<file path="src/rtl/refdiv_pkg.sv">
// Shared constants and types for the dual-output reference divider.
// Assumes: nothing beyond IEEE 1800-2017 packages.
package refdiv_pkg;

    localparam int RATIO_W_DEF   = 12;
    localparam int RATIO_MIN_DEF = 8;

    // Transition seen on the divided wave in one cycle.
    typedef enum logic [1:0] {
        EV_NONE = 2'd0,
        EV_RISE = 2'd1,
        EV_FALL = 2'd2
    } edge_ev_t;

endpackage

</file>
<file path="src/rtl/refdiv_count.sv">
// Period down-counter. It reloads with the clamped ratio when idle or when the
// count reaches 1, and it latches the ratio-derived threshold and the half-rate
// select at that reload only.
// Assumes: RATIO_MIN >= 2, so the count never reaches 0 while running.
module refdiv_count #(
    parameter int RATIO_W   = refdiv_pkg::RATIO_W_DEF,
    parameter int RATIO_MIN = refdiv_pkg::RATIO_MIN_DEF
) (
    input  logic               clk,
    input  logic               rst_n,
    input  logic               pdn_i,
    input  logic [RATIO_W-1:0] ratio_i,
    input  logic               sel_i,
    output logic [RATIO_W-1:0] cnt_q,
    output logic [RATIO_W-1:0] thr_q,
    output logic               run_q,
    output logic               sel_q
);

    localparam logic [RATIO_W-1:0] MIN_V = RATIO_W'(RATIO_MIN);
    localparam logic [RATIO_W-1:0] ONE_V = RATIO_W'(1);

    logic [RATIO_W-1:0] ratio_eff;
    logic [RATIO_W-1:0] thr_eff;
    logic               reload;

    // Clamp the ratio and derive the high/low threshold, ceil(R/2).
    always_comb begin
        ratio_eff = (ratio_i < MIN_V) ? MIN_V : ratio_i;
        thr_eff   = ratio_eff - (ratio_eff >> 1);
        reload    = !run_q || (cnt_q == ONE_V);
    end

    // Count down, reload and latch the configuration at the period boundary.
    always_ff @(posedge clk) begin
        if (!rst_n || pdn_i) begin
            cnt_q <= '0;
            thr_q <= '0;
            run_q <= 1'b0;
            sel_q <= 1'b0;
        end else if (reload) begin
            cnt_q <= ratio_eff;
            thr_q <= thr_eff;
            run_q <= 1'b1;
            sel_q <= sel_i;
        end else begin
            cnt_q <= cnt_q - ONE_V;
        end
    end

endmodule

</file>
<file path="src/rtl/refdiv_edge.sv">
// Shapes the square wave from the counter state and reports the transition in
// each cycle. The wave is high while the count is above the threshold.
// Assumes: the counter holds its threshold constant for a whole period.
module refdiv_edge #(
    parameter int RATIO_W = refdiv_pkg::RATIO_W_DEF
) (
    input  logic                 clk,
    input  logic                 rst_n,
    input  logic                 pdn_i,
    input  logic [RATIO_W-1:0]   cnt_q,
    input  logic [RATIO_W-1:0]   thr_q,
    input  logic                 run_q,
    output logic                 div_q,
    output refdiv_pkg::edge_ev_t ev
);

    import refdiv_pkg::*;

    logic div_raw;

    // Decode the wave level and classify it against the registered level.
    always_comb begin
        div_raw = run_q && (cnt_q > thr_q);
        if (div_raw && !div_q)
            ev = EV_RISE;
        else if (!div_raw && div_q)
            ev = EV_FALL;
        else
            ev = EV_NONE;
    end

    // Register the wave level.
    always_ff @(posedge clk) begin
        if (!rst_n || pdn_i) div_q <= 1'b0;
        else                 div_q <= div_raw;
    end

endmodule

</file>
<file path="src/rtl/refdiv_strobe.sv">
// Turns the transitions into one-cycle strobes: loop A on rises, loop B on
// falls. In half-rate mode a toggle passes every second fall, the first one first.
// Assumes: the select input is stable within a period (latched upstream).
module refdiv_strobe (
    input  logic                 clk,
    input  logic                 rst_n,
    input  logic                 pdn_i,
    input  refdiv_pkg::edge_ev_t ev,
    input  logic                 sel_q,
    output logic                 str_a_q,
    output logic                 str_b_q
);

    import refdiv_pkg::*;

    logic cand_b;
    logic skip_q;

    // Flag a loop B candidate on each falling transition.
    always_comb cand_b = (ev == EV_FALL);

    // Register both strobes and advance the half-rate toggle.
    always_ff @(posedge clk) begin
        if (!rst_n || pdn_i) begin
            str_a_q <= 1'b0;
            str_b_q <= 1'b0;
            skip_q  <= 1'b0;
        end else begin
            str_a_q <= (ev == EV_RISE);
            if (!sel_q) begin
                str_b_q <= cand_b;
                skip_q  <= 1'b0;
            end else begin
                str_b_q <= cand_b && !skip_q;
                if (cand_b) skip_q <= !skip_q;
            end
        end
    end

endmodule

</file>
<file path="src/rtl/refdiv_dual.sv">
// Top level of the dual-output reference divider: counter, wave shaper and
// strobe generator in a chain. All outputs are registered.
// Assumes: synchronous active-low reset; pdn_i is synchronous to clk.
module refdiv_dual #(
    parameter int RATIO_W   = refdiv_pkg::RATIO_W_DEF,
    parameter int RATIO_MIN = refdiv_pkg::RATIO_MIN_DEF
) (
    input  logic               clk,
    input  logic               rst_n,
    input  logic [RATIO_W-1:0] ratio_i,
    input  logic               half_b_i,
    input  logic               pdn_i,
    output logic               strobe_a_o,
    output logic               strobe_b_o,
    output logic               div_o
);

    logic [RATIO_W-1:0]   cnt_q;
    logic [RATIO_W-1:0]   thr_q;
    logic                 run_q;
    logic                 sel_q;
    refdiv_pkg::edge_ev_t ev;

    refdiv_count #(.RATIO_W(RATIO_W), .RATIO_MIN(RATIO_MIN)) u_count (
        .clk     (clk),
        .rst_n   (rst_n),
        .pdn_i   (pdn_i),
        .ratio_i (ratio_i),
        .sel_i   (half_b_i),
        .cnt_q   (cnt_q),
        .thr_q   (thr_q),
        .run_q   (run_q),
        .sel_q   (sel_q)
    );

    refdiv_edge #(.RATIO_W(RATIO_W)) u_edge (
        .clk   (clk),
        .rst_n (rst_n),
        .pdn_i (pdn_i),
        .cnt_q (cnt_q),
        .thr_q (thr_q),
        .run_q (run_q),
        .div_q (div_o),
        .ev    (ev)
    );

    refdiv_strobe u_strobe (
        .clk     (clk),
        .rst_n   (rst_n),
        .pdn_i   (pdn_i),
        .ev      (ev),
        .sel_q   (sel_q),
        .str_a_q (strobe_a_o),
        .str_b_q (strobe_b_o)
    );

endmodule

</file>
<file path="config.mk">
export PLATFORM = sky130hd
export DESIGN_NAME = refdiv_dual
export DESIGN_NICKNAME = d
export VERILOG_FILES = /design/src/rtl/refdiv_pkg.sv /design/src/rtl/refdiv_count.sv /design/src/rtl/refdiv_edge.sv /design/src/rtl/refdiv_strobe.sv /design/src/rtl/refdiv_dual.sv
export SDC_FILE = /design/constraint.sdc
export NUM_CORES = 1
export LEC_CHECK = 0
export CORE_ASPECT_RATIO = 1.75
export CORE_MARGIN = 2
export CORE_UTILIZATION = 45
export CTS_CLUSTER_DIAMETER = 100
export DETAILED_ROUTE_END_ITERATION = 8
export GPL_ROUTABILITY_DRIVEN = 1
export PLACE_DENSITY = 0.67
export SETUP_SLACK_MARGIN = 0.5
export SYNTH_ARGS = -nofsm -noshare
export SYNTH_HDL_FRONTEND = slang
export SYNTH_SLANG_ARGS = --single-unit
</file>
<file path="constraint.sdc">
create_clock -name clk -period 3.12 [get_ports clk]
set_input_delay 0.624 -clock clk [delete_from_list [all_inputs] [get_ports clk]]
set_output_delay 0.624 -clock clk [all_outputs]
set_load 0.02 [all_outputs]
</file>
# [After elaboration in Yosys (flattened, before gate mapping)]
# Index checks and enable logic that the tools add are counted.
[totals] mem_bits_rw=0 elab_cells=33 inputBits=16 reg_bits=30 mem_count=0 output_inout_bits=3 rom_bits=0 latch_bits=0
[op_classes] n_addsub=2 n_lt_le_gt_ge=2 mul=0 n_mux=5 reduce_logical=12 bitwise=1 n_shift=0 div_mod_pow=0 eq_ne=3
[op_table] op="12-bit two-way mux" n=2
[op_table] op="12-bit by 1-bit equality test with 1-bit output (second input constant)" n=1
[op_table] op="12-bit > comparator" n=1
[op_table] op="12-bit by 4-bit < comparator with 1-bit output (second input constant)" n=1
[op_table] op="12-bit by 1-bit subtractor with 12-bit output (second input constant)" n=1
[op_table] op="12-bit by 11-bit subtractor with 12-bit output" n=1
[op_table] op="1-bit logical NOT" n=5
[op_table] op="1-bit logical AND" n=4
[op_table] op="2-bit two-way mux" n=2
[op_table] op="2-bit by 1-bit equality test with 1-bit output (second input constant)" n=1
[op_table] op="2-bit equality test (second input constant)" n=1
[op_table] op="1-bit logical OR" n=2
[op_table] op="2-bit OR reduction" n=1
[op_table] op="1-bit two-way mux" n=1
[op_table] op="1-bit inverter" n=1

# [Longest topological paths before layout]
[logic_depth] ltp_word=9 mapped_depth=15 mapped_depth_nobuf=14

# [Hierarchy]
# From an unflattened synthesis, not the netlist that was laid out.
[hier_totals] hier_cells=265 hier_area_um2=2164.6
[by_module_without_submodules] module="refdiv_count" n_inst=1 seq_area_each_um2=520.5 area_each_um2=1667.8 cells_per_inst=209
[by_module_without_submodules] module="refdiv_edge" n_inst=1 seq_area_each_um2=20.0 area_each_um2=377.9 cells_per_inst=47
[by_module_without_submodules] module="refdiv_strobe" n_inst=1 seq_area_each_um2=60.1 area_each_um2=118.9 cells_per_inst=9

# [Least setup slack after synthesis]
# No wires, ideal clock.
[synth_timing] path_kind="input -> register" start="in ratio_i[9]" end="reg u_count.thr_q[10]" path_stages=14 slack_ns=0.086 t_arrival_ns=2.910 required_time_ns=2.996 setup_time_ns=0.124 path_cell_list="nor3_1 -> nand4_1 -> or2_2 -> clkbuf_1 -> nand2_1 -> inv_1 -> ha_1 -> fa_1 -> nand2b_1 -> a21oi_1 -> o21ai_0 -> a21boi_0 -> or3_1 -> a31oi_1"
[synth_via] elab_chain_len=3
[synth_rtl] element="from (decl)" line="refdiv_dual.sv:10" source="input logic [RATIO_W-1:0] ratio_i,"
[synth_rtl] element="12-bit by 4-bit < comparator with 1-bit output" line="refdiv_count.sv:29" source="ratio_eff = (ratio_i < MIN_V) ? MIN_V : ratio_i;"
[synth_rtl] element="12-bit two-way mux (*)" line="refdiv_count.sv:29"
[synth_rtl] element="12-bit by 11-bit subtractor with 12-bit output (*)" line="refdiv_count.sv:30" source="thr_eff = ratio_eff - (ratio_eff >> 1);"
[synth_rtl] element="to (signal assigned)" line="refdiv_count.sv:43" source="thr_q <= thr_eff;"
[synth_rtl] element="to (decl)" line="refdiv_count.sv:15" source="output logic [RATIO_W-1:0] thr_q,"
# Every way passes the cells marked *; elsewhere a longest branch is shown, timed or not.
# A chain may end at the register's enable or synchronous reset.

# [Final worst setup path]
[layout_timing] start="in ratio_i[7]" end="reg u_count.thr_q[6]"
# Same word-level chain as after synthesis.

==> run metrics <==
status=complete, no violations; R2R Path Start=u_count.cnt_q[5]; critical path arrival=2.79 ns; critical path depth=15; Hold Path Class=reg -> reg; total CTS buffers=5; FF-to-FF path depth=7; post-layout util=60.33%; R2R Setup Slk=0.79 ns; top_reg_cell synth=dfxtp_1; Buf/Inv on CP=3; Post-synth EDFFs=0; routed wire length per instance=13.65 µm; Chip Height=94.33 µm; Rel. slew slack=74.21%; WP data required=3.29 ns; DRT Pass-1 Iters=4; first-pass GRT wire length=8.176 mm; share of cells above drive strength 1=23.23%; Area Overhead vs Synth=27.79%; Top cell by count, worst path=o21ai_1; placed inst area=2505 µm²; Post-Synthesis Net Count=300; leakage=0.001175 µW; Via Count=1873; slowest stage cell, crit path=fa_2; hold buffers post-CTS=0; die area=5247 µm²; clk root buf=clkbuf_8; Final HPWL DP=3.646 mm; async set or reset register ratio after synthesis=0%; Final Slew Violations=0; Worst Setup SP=ratio_i[7]; die width=55.62 µm; H-tree lvl count=2; Rows=32; CP Class=in -> reg; hold_ws=0.4472 ns; Synth warnings=0; crit path capture type=flop; hold path start=u_edge.div_q; Netlist Area Pre-Place=2098 µm²; R2R Path End=u_strobe.skip_q; Post-synth top cells=30 x dfxtp_1, 27 x inv_1, 26 x ha_1, 26 x nor2_1, 22 x nand2_1; largest net degree at the start of global routing=27; ANT nets after route=0; CTS tree=built; Seq cells post-synth=30; Total Nets Final=339; aggregate global-route resource usage=19.52%; vias in the first global route=1853; setup TNS=0 ns; crit start category=input pin; CP max FO=4; clock buffer depth=2; Syn Inst Count=257; CP max stage delay=0.33 ns; ANT cells=0; fin crit period=2.620 ns; fin area=2681 µm²; CP top delay family=simple AND/OR/NAND/NOR gates; RSZ-0062 raised after global routing=true; Worst-Skew Late Latency=0.28 ns; initial antenna violation count=0; Pwr per Cell Area=418.6 nW/µm²; Hold Vio Cnt, Final=0; Max VDD drop=0.2461 mV; Iteration-0 DRC Markers=14; Core ar.=4444 µm²; Initial Utilization=47.21%; Clk pin slew, worst setup/hold paths=0.07 ns; gpl congestion=0.7465; CTS Sinks=30; dominant cell type by area after synthesis=dfxtp_1; max cap viols=0; Max Freq=381.6 MHz; final setup skew=0.004028 ns; vias per cell=5.382; global route total overflow=0; Avg Cell Area, Syn=8.164 µm²; Worst setup endpoint=u_count.thr_q[6]; Final Cycle Share=83.98%; I/O pin count=19; sequential share of the synthesized area=28.62%; Final Power=1122 µW; DRC Markers=0; measured slew at the worst slew-check pin=0.3868 ns; final wirelength=4.751 mm; count leader, synth=dfxtp_1; # setup viols final=0; top post-synthesis cells by area=dfxtp_1 29%, ha_1 16%, inv_1 4.8%, nor2_1 4.7%, nand2_1 3.9%; CP cell instances=buf_6 > nor3_4 > nand4_1 > or2_4 > nand2_4 > inv_4 > ha_4 > fa_2 > nand2b_4 > a21oi_4 > buf_4 > o21ai_1 > nand2b_1 > xnor2_1 > o21ai_1; Yosys cell types=43; post-synth top area share=28.62%; # port buffers=18
-- worst min-delay path by stage --
stage	end	slack, ns	cells past startpoint
2_1_floorplan	u_strobe.skip_q	0.42	2
3_3_place_gp	u_strobe.str_a_q	0.44	1
3_5_place_dp	u_strobe.str_a_q	0.45	1
4_1_cts	u_strobe.str_a_q	0.45	1
5_1_grt	u_count.thr_q[3]	0.49	2
6_report	u_strobe.str_a_q	0.45	1
-- worst register-to-register path, stage by stage, from the launching register on --
cell	delay, ns
dfxtp_1	0.34
ha_1	0.32
a21o_1	0.20
a221o_1	0.33
a221o_1	0.38
o221a_2	0.25
or3_1	0.30
a21oi_1	0.13
-- routing by layer --
layer	vias to the layer above	share of wire, %	global-route usage [%]
met3	14	2.3	2.740
met1	860	43	22.07
met5	-	0	0
met2	28	52	35.32
li1	971	-	-
met4	0	2.9	9.756
-- final cells by class --
class | count | area (µm²)
inverter | 28 | 110.1
timing repair buffer | 45 | 360.3
tap | 51 | 63.81
clock buffer | 8 | 110.1
sequential | 30 | 600.6
fill | 409 | 1763
multi-input combinational | 186 | 1436
-- cell usage in the layout (no fill, tap or decap), types with 8 or more instances in the layout --
cell type,count
buf_4,27
nand2_1,20
ha_1,23
dfxtp_1,30
a21oi_1,13
xnor2_1,8
clkbuf_8,8
inv_1,23
nor2_1,25
clkdlybuf4s50_1,10
a211oi_1,8
-- stage by stage --
step | cells | setup slack, ns
floorplan | 257 | 0.4287
global placement | 333 | -0.1204
detailed placement | 333 | -0.1827
CTS | 345 | 0.5002
global route | 348 | 0.3736
finish | 348 | 0.4997
-- registers in the layout (all words and copies together) (netlist names) --
signal and count:
u_strobe.str_b_q 1, u_count.sel_q 1, u_strobe.str_a_q 1, u_strobe.skip_q 1
u_edge.div_q 1, u_count.cnt_q 12, u_count.thr_q 12, u_count.run_q 1
-- power breakdown --
group	leakage [µW]	switching [µW]	internal [µW]	total (µW)
clock network	0.0000575	145	223	367
registers	0.000246	19.0	405	424
logic	0.000872	172	159	331
-- logic make-up after synthesis --
group | count (synthesis) | share of synthesized area [%]
compound gates | 64 | 22.06
xor+xnor | 15 | 6.261
fa+ha+maj | 27 | 16.46
buf+inv | 41 | 8.467
flops | 30 | 28.62
simple gates | 80 | 18.13
-- repair_timing --
item / 4_1_cts / 5_1_grt
resized for setup: 24 / 19
setup endpoints to repair: 10 / 8
setup buffers: 4 / 3
pin swaps: 10 / 5
Power figures use the tool's default switching activity.
